[src/rtl/steer_pkg.sv]
package steer_pkg;

  typedef enum logic [1:0] {
    CLS_ALU    = 2'd0,
    CLS_LOAD   = 2'd1,
    CLS_STORE  = 2'd2,
    CLS_BRANCH = 2'd3
  } op_class_e;

  typedef enum logic [1:0] {
    PIPE_X = 2'd0,
    PIPE_Y = 2'd1,
    PIPE_Z = 2'd2
  } pipe_e;

  typedef struct packed {
    logic  ok;
    pipe_e pipe;
  } pick_t;

  // Greedy choice of a pipe for one class, given the pipes already taken
  // (bit 0 X, bit 1 Y, bit 2 Z).
  function automatic pick_t pick_pipe(op_class_e cls, logic [2:0] taken);
    pick_t r;
    r.ok   = 1'b0;
    r.pipe = PIPE_X;
    unique case (cls)
      CLS_ALU: begin
        if (!taken[0])      begin r.ok = 1'b1; r.pipe = PIPE_X; end
        else if (!taken[1]) begin r.ok = 1'b1; r.pipe = PIPE_Y; end
        else if (!taken[2]) begin r.ok = 1'b1; r.pipe = PIPE_Z; end
      end
      CLS_LOAD, CLS_STORE: begin
        if (!taken[1])      begin r.ok = 1'b1; r.pipe = PIPE_Y; end
        else if (!taken[2]) begin r.ok = 1'b1; r.pipe = PIPE_Z; end
      end
      CLS_BRANCH: begin
        if (!taken[0])      begin r.ok = 1'b1; r.pipe = PIPE_X; end
      end
      default: ;
    endcase
    return r;
  endfunction

  function automatic logic writes_reg(op_class_e cls);
    return (cls == CLS_ALU) || (cls == CLS_LOAD);
  endfunction

  function automatic int unsigned count_ones(logic [31:0] v);
    int unsigned n;
    n = 0;
    for (int i = 0; i < 32; i++) n += {31'd0, v[i]};
    return n;
  endfunction

endpackage

[src/rtl/steer_scoreboard.sv]
module steer_scoreboard
  import steer_pkg::*;
#(
  parameter int NSLOT    = 3,
  parameter int REG_W    = 5,
  parameter int LAT_ALU  = 1,
  parameter int LAT_LOAD = 2
) (
  input  logic                   clk,
  input  logic                   rst_n,
  input  logic [NSLOT-1:0]       wr_en,
  input  logic [NSLOT-1:0]       wr_load,
  input  logic [NSLOT*REG_W-1:0] wr_dst,
  input  logic [NSLOT*REG_W-1:0] q_a,
  input  logic [NSLOT*REG_W-1:0] q_b,
  output logic [NSLOT-1:0]       busy_a,
  output logic [NSLOT-1:0]       busy_b
);
  localparam int NREG = 1 << REG_W;
  localparam int LMAX = (LAT_LOAD > LAT_ALU) ? LAT_LOAD : LAT_ALU;
  localparam int CW   = (LMAX > 2) ? $clog2(LMAX) : 1;
  localparam logic [CW-1:0] WAIT_ALU  = CW'(LAT_ALU - 1);
  localparam logic [CW-1:0] WAIT_LOAD = CW'(LAT_LOAD - 1);

  // Cycles left until the pending result of each register can be bypassed.
  logic [CW-1:0] wait_q [NREG];
  logic [CW-1:0] wait_d [NREG];

  always_comb begin
    for (int r = 0; r < NREG; r++)
      wait_d[r] = (wait_q[r] != '0) ? wait_q[r] - 1'b1 : '0;
    for (int s = 0; s < NSLOT; s++) begin
      if (wr_en[s] && wr_dst[s*REG_W +: REG_W] != '0)
        wait_d[wr_dst[s*REG_W +: REG_W]] = wr_load[s] ? WAIT_LOAD : WAIT_ALU;
    end
  end

  always_ff @(posedge clk or negedge rst_n) begin
    if (!rst_n) begin
      for (int r = 0; r < NREG; r++) wait_q[r] <= '0;
    end else begin
      for (int r = 0; r < NREG; r++) wait_q[r] <= wait_d[r];
    end
  end

  for (genvar s = 0; s < NSLOT; s++) begin : g_query
    assign busy_a[s] = (q_a[s*REG_W +: REG_W] != '0) && (wait_q[q_a[s*REG_W +: REG_W]] != '0);
    assign busy_b[s] = (q_b[s*REG_W +: REG_W] != '0) && (wait_q[q_b[s*REG_W +: REG_W]] != '0);
  end

endmodule

[src/rtl/steer_alloc.sv]
module steer_alloc
  import steer_pkg::*;
#(
  parameter int NSLOT = 3,
  parameter int REG_W = 5
) (
  input  logic                   hold,
  input  logic [NSLOT-1:0]       in_valid,
  input  logic [2*NSLOT-1:0]     in_class,
  input  logic [NSLOT*REG_W-1:0] in_dst,
  input  logic [NSLOT*REG_W-1:0] in_srca,
  input  logic [NSLOT*REG_W-1:0] in_srcb,
  input  logic [NSLOT-1:0]       busy_a,
  input  logic [NSLOT-1:0]       busy_b,
  output logic [NSLOT-1:0]       issue_mask,
  output logic [2*NSLOT-1:0]     pipe_sel,
  output logic [NSLOT-1:0]       data_stall,
  output logic [NSLOT-1:0]       struct_stall
);
  logic [2:0]  taken;
  logic        go_prev;
  logic        dep;
  op_class_e   cls;
  op_class_e   ocls;
  pick_t       pk;
  logic [REG_W-1:0] odst;

  always_comb begin
    taken        = '0;
    go_prev      = !hold;
    issue_mask   = '0;
    pipe_sel     = '0;
    data_stall   = '0;
    struct_stall = '0;
    dep          = 1'b0;
    cls          = CLS_ALU;
    ocls         = CLS_ALU;
    odst         = '0;
    pk           = '0;
    for (int s = 0; s < NSLOT; s++) begin
      cls = op_class_e'(in_class[2*s +: 2]);
      pk  = pick_pipe(cls, taken);
      dep = 1'b0;
      for (int o = 0; o < NSLOT; o++) begin
        if (o < s) begin
          ocls = op_class_e'(in_class[2*o +: 2]);
          odst = in_dst[o*REG_W +: REG_W];
          if (writes_reg(ocls) && odst != '0 &&
              (in_srca[s*REG_W +: REG_W] == odst || in_srcb[s*REG_W +: REG_W] == odst))
            dep = 1'b1;
        end
      end
      data_stall[s]   = in_valid[s] & (busy_a[s] | busy_b[s] | dep);
      struct_stall[s] = in_valid[s] & !pk.ok;
      if (go_prev && in_valid[s] && !data_stall[s] && !struct_stall[s]) begin
        issue_mask[s]          = 1'b1;
        pipe_sel[2*s +: 2]     = pk.pipe;
        taken[int'(pk.pipe)]   = 1'b1;
      end else begin
        go_prev = 1'b0;
      end
    end
  end

endmodule

[src/rtl/steer_redirect.sv]
module steer_redirect
  import steer_pkg::*;
#(
  parameter int NSLOT = 3
) (
  input  logic               clk,
  input  logic               rst_n,
  input  logic [NSLOT-1:0]   issue_mask,
  input  logic [2*NSLOT-1:0] in_class,
  input  logic [NSLOT-1:0]   in_taken,
  output logic               redirect
);
  logic [NSLOT-1:0] taken_go;

  for (genvar s = 0; s < NSLOT; s++) begin : g_br
    assign taken_go[s] = issue_mask[s] & in_taken[s] &
                         (op_class_e'(in_class[2*s +: 2]) == CLS_BRANCH);
  end

  always_ff @(posedge clk or negedge rst_n) begin
    if (!rst_n) redirect <= 1'b0;
    else        redirect <= |taken_go;
  end

endmodule

[src/rtl/steer_issue_unit.sv]
module steer_issue_unit
  import steer_pkg::*;
#(
  parameter int NSLOT    = 3,
  parameter int REG_W    = 5,
  parameter int LAT_ALU  = 1,
  parameter int LAT_LOAD = 2,
  localparam int CNT_W   = $clog2(NSLOT + 1)
) (
  input  logic                   clk,
  input  logic                   rst_n,
  input  logic [NSLOT-1:0]       in_valid,
  input  logic [2*NSLOT-1:0]     in_class,
  input  logic [NSLOT*REG_W-1:0] in_dst,
  input  logic [NSLOT*REG_W-1:0] in_srca,
  input  logic [NSLOT*REG_W-1:0] in_srcb,
  input  logic [NSLOT-1:0]       in_taken,
  output logic [NSLOT-1:0]       issue_mask,
  output logic [2*NSLOT-1:0]     pipe_sel,
  output logic [CNT_W-1:0]       issue_count,
  output logic                   redirect
);
  logic [NSLOT-1:0] busy_a;
  logic [NSLOT-1:0] busy_b;
  logic [NSLOT-1:0] wr_en;
  logic [NSLOT-1:0] wr_load;
  logic [NSLOT-1:0] data_stall;
  logic [NSLOT-1:0] struct_stall;

  for (genvar s = 0; s < NSLOT; s++) begin : g_wr
    assign wr_en[s]   = issue_mask[s] & writes_reg(op_class_e'(in_class[2*s +: 2]));
    assign wr_load[s] = op_class_e'(in_class[2*s +: 2]) == CLS_LOAD;
  end

  steer_scoreboard #(
    .NSLOT(NSLOT), .REG_W(REG_W), .LAT_ALU(LAT_ALU), .LAT_LOAD(LAT_LOAD)
  ) u_sb (
    .clk(clk), .rst_n(rst_n),
    .wr_en(wr_en), .wr_load(wr_load), .wr_dst(in_dst),
    .q_a(in_srca), .q_b(in_srcb),
    .busy_a(busy_a), .busy_b(busy_b)
  );

  steer_alloc #(.NSLOT(NSLOT), .REG_W(REG_W)) u_alloc (
    .hold(redirect),
    .in_valid(in_valid), .in_class(in_class), .in_dst(in_dst),
    .in_srca(in_srca), .in_srcb(in_srcb),
    .busy_a(busy_a), .busy_b(busy_b),
    .issue_mask(issue_mask), .pipe_sel(pipe_sel),
    .data_stall(data_stall), .struct_stall(struct_stall)
  );

  steer_redirect #(.NSLOT(NSLOT)) u_redir (
    .clk(clk), .rst_n(rst_n),
    .issue_mask(issue_mask), .in_class(in_class), .in_taken(in_taken),
    .redirect(redirect)
  );

  assign issue_count = CNT_W'(count_ones(32'(issue_mask)));

endmodule

[config.mk]
export PLATFORM = sky130hd
export DESIGN_NAME = steer_issue_unit
export DESIGN_NICKNAME = d
export VERILOG_FILES = /design/src/rtl/steer_pkg.sv /design/src/rtl/steer_scoreboard.sv /design/src/rtl/steer_alloc.sv /design/src/rtl/steer_redirect.sv /design/src/rtl/steer_issue_unit.sv
export SDC_FILE = /design/constraint.sdc
export NUM_CORES = 1
export LEC_CHECK = 0
export BUFFER_PORTS_ARGS = -buffer_cell sky130_fd_sc_hd__buf_4
export CORE_ASPECT_RATIO = 0.75
export CORE_MARGIN = 3
export CORE_UTILIZATION = 60
export DETAILED_ROUTE_END_ITERATION = 8
export GPL_TIMING_DRIVEN = 1
export PLACE_DENSITY = 0.83
export SYNTH_ARGS = -nofsm -noshare
export SYNTH_HDL_FRONTEND = slang
export SYNTH_SLANG_ARGS = --single-unit
[constraint.sdc]
create_clock -name clk -period 6.76 [get_ports clk]
set_input_delay 2.028 -clock clk [delete_from_list [all_inputs] [get_ports clk]]
set_output_delay 2.028 -clock clk [all_outputs]
set_load 0.01 [all_outputs]
==> impl_results.md <==
- Peak VDD IR: between 0.15 and 0.2 mV
- RSZ-0062 raised after global routing: false
- Status: finished clean
- GR Overflow Total: 0
- Die Area: slightly below 0.01 mm²
- Initial Util: 63.6%
- Worst Hold Class: flop to flop
- Post-synth EDFFs: 0
- WP data required: 4.73 ns
- Fin nets: between 600 and 700
- Place WS: 0.100 ns
- Ratio of cells with drive above 1 in the final layout: between 20 and 30%
- First-iteration detailed-routing DRC count: 732
- Worst path top cell family by delay: simple AND/OR/NAND/NOR gates
- Max stage delay on crit path: between 0.5 and 0.6 ns
- Post-layout minimum cycle time: between 6 and 7 ns
- Sum Neg Setup Slack: 0 ns
- Port buffer count: between 60 and 70
- Post-CTS Setup Bufs: 0
- Slew Limit Fails: 0
- Crit Path Category: input port to output port
- Post-route DRC: 0
- Die extent in y: around 87 µm
- Vias in the first global route: between 4000 and 5000
- Vias post-DR: between 5000 and 6000
- CTS tree: yes
- Worst-Margin Slew: roughly 0.99 ns
- Core footprint: ~0.0082 mm²
- Clk buf depth: 2
- Final Skew: between 0.006 and 0.007 ns
- Gr usage total: roughly a third
- Buffers & Inverters on Critical Path: 2
- Final ANT Viol Nets: 0
- CTS Buf Count: 5
- Yosys warnings: 0
- CTS Sinks: 33
- Critical-path top delay cell: mux4_2
- Fin crit share: a little over nine tenths
- CP Capture Type: output port
- H-Tree Depth: 2
- Lkg Pwr: 2.28 nW
- Area grow syn2layout: 11.1%
- Via density: 7.29
- FMAX: around 0.15 GHz
- Primary FF master, synth: dfrtp_1
- Netlist cell types: just over 60
- Instance count of the mapped netlist: 594
- First-pass GRT wire length: about 26 mm
- 1st-pass router iterations: 5
- Final Hold Viols: 0
- Worst endpoint data arrival time: about 4.6 ns
- Setup violators final: 0
- Root buffer selected by CTS: clkbuf_16
- Worst skew pair latency: 0.27 ns
- Final WL: approximately 17 mm
- Rel. slew slack: between 30 and 40%
- Synth Area per Inst: between 8 and 9 µm²
- Critical Path Most Common Cell: buf_4
- Top-level I/O count: 71
- N_diodes: 0
- Rows: 28
- Hpwl dp: roughly 13 mm
- Gpl congestion: around 1.0
- Critical-path cell list: buf_4 > mux4_2 > and2_1 > o31ai_2 > and4_1 > nor3b_4 > fa_1 > buf_4
- Die Wd: ~110 µm
- Final setup margin: around 0.18 ns
- Sequential element share of the synthesized area: 15.9%
- Worst Setup SP: in_srca[5]
- Worst Hold Launch: u_redir.redirect
- Largest net degree at the start of global routing: between 40 and 50
- Max FO, Critical Path: 15
- Asr flop ratio synth: 100%
- Netlist Area Pre-Place: roughly 0.0052 mm²
- Initial antenna violation count: 0
- Post-synthesis register bit count: 33
- Worst r2r src: u_sb.wait_q[0]
- Final Core Density: between 70% and 80%
- Maxcap violations: 0
- Startpoint type of the worst setup path: input port
- Pwr dens: between 100 and 150 mW/mm²
- WHS: 1.22 ns
- DR WL/cell: 23.9 µm
- CTS clk-pin slew, worst paths: 0.05 ns
## metrics by stage
step	instance area (µm²)	total power [mW]	cells
after global placement	5620	0.416	716
after floorplan	5200	0.354	596
after CTS	5760	0.637	723
after global routing	5770	0.671	723
after detailed placement	5620	0.423	716
final	5770	0.640	723
## registers in the layout (all words and copies together), names as in the netlist
name and flops:
u_sb.wait_q 32, u_redir.redirect 1
## layout by cell type (no fill, tap or decap), types with 4 or more instances in the layout
cell       count
o22ai_1        4
o21ai_0        4
nand3_1       67
nor3b_1        5
inv_1         14
a21oi_1        7
xnor2_1       26
nand3b_1      17
nor4_1        33
mux4_2        26
ha_1          10
a2111oi_0      5
nor2_1        22
buf_4         78
mux2_2        47
nand2_1       18
xor2_1         4
clkbuf_16      5
dfrtp_1       33
nand2b_1       8
nor2b_1       13
nand4_1       19
mux2i_1       26
mux2_1        28
nor3_1        38
## area by class of cell
cell class	count	area (µm²)
clock buffer	7	143
fill	615	2400
inverter	14	52.6
multi-input combinational	486	4030
sequential	33	826
tap	105	131
timing repair buffer	78	586
## synthesized netlist by cell type (all sizes together), types with 5 or more instances
| cell | count | area, µm² |
|---|---|---|
| nor4 | 34 | 219 |
| nand4 | 20 | 131 |
| nand2 | 18 | 67.6 |
| mux2i | 26 | 260 |
| nor2 | 22 | 82.6 |
| mux4 | 26 | 586 |
| mux2 | 76 | 860 |
| nor3 | 39 | 195 |
| dfrtp | 33 | 826 |
| nand3 | 67 | 335 |
| xnor2 | 26 | 228 |
| a2111oi | 5 | 43.8 |
| nand3b | 17 | 128 |
| nor2b | 13 | 81.3 |
| inv | 14 | 52.6 |
| clkbuf | 28 | 105 |
| nand2b | 8 | 50.1 |
| buf | 35 | 214 |
| a21oi | 7 | 35.0 |
| ha | 10 | 125 |
| nor3b | 6 | 56.3 |
## logic make-up (layout without fill, tap and decap cells)
group	Yosys count	in the layout	synth area share, %
other cells	1	3	0.0722
buf+inv	77	99	7.16
flops	33	33	15.9
xor+xnor	30	30	5.06
compound gates	50	50	7.21
simple gates	264	264	28.9
mux	128	128	32.9
fa+ha+maj	11	11	2.80
## routing by layer
layer / vias up / GRT usage (%) / share of wire, %
met5: - / 0 / 0
met4: 0 / 10.7 / 3.0
met3: 58 / 11.9 / 16
met2: 414 / 51.5 / 43
met1: 2467 / 48.4 / 38
li1: 2330 / - / -
## report_power, final
group / internal [mW] / switching [mW] / leakage, nW / total [mW]
clock: 0.144 / 0.0700 / 0.0700 / 0.214
sequential: 0.199 / 0.00174 / 0.459 / 0.201
combinational: 0.0870 / 0.139 / 1.75 / 0.226
total: 0.430 / 0.210 / 2.28 / 0.640
## worst paths after layout
path | endpoint | slack [ns] | cells past startpoint
min in group asynchronous | u_sb.wait_q[22] | 1.69 | 1
worst min register to register | u_sb.wait_q[2] | 1.22 | 6
worst max register to register | u_sb.wait_q[8] | 3.39 | 8
worst min-delay path | u_sb.wait_q[2] | 1.22 | 6
max in group asynchronous | u_sb.wait_q[8] | 4.77 | 1
worst max-delay path | issue_count[0] | 0.18 | 8
## worst reg2reg max path: stages, from the launching register on
cell and delay (ns):
dfrtp_1 0.50, mux4_2 0.50, mux2_2 0.29, a31oi_1 0.23, nand4_2 0.15, buf_4 0.18, nor2_1 0.76, nand4_1 0.22
mux2_1 0.41
## repair_timing
action / CTS / global route
endpoints found under the setup margin: 0 / 1
hold endpoints to repair: 0 / 0
gates resized for setup: 0 / 1
hold buffers: 0 / 0
Note: power is estimated with default switching activity, not from simulation.
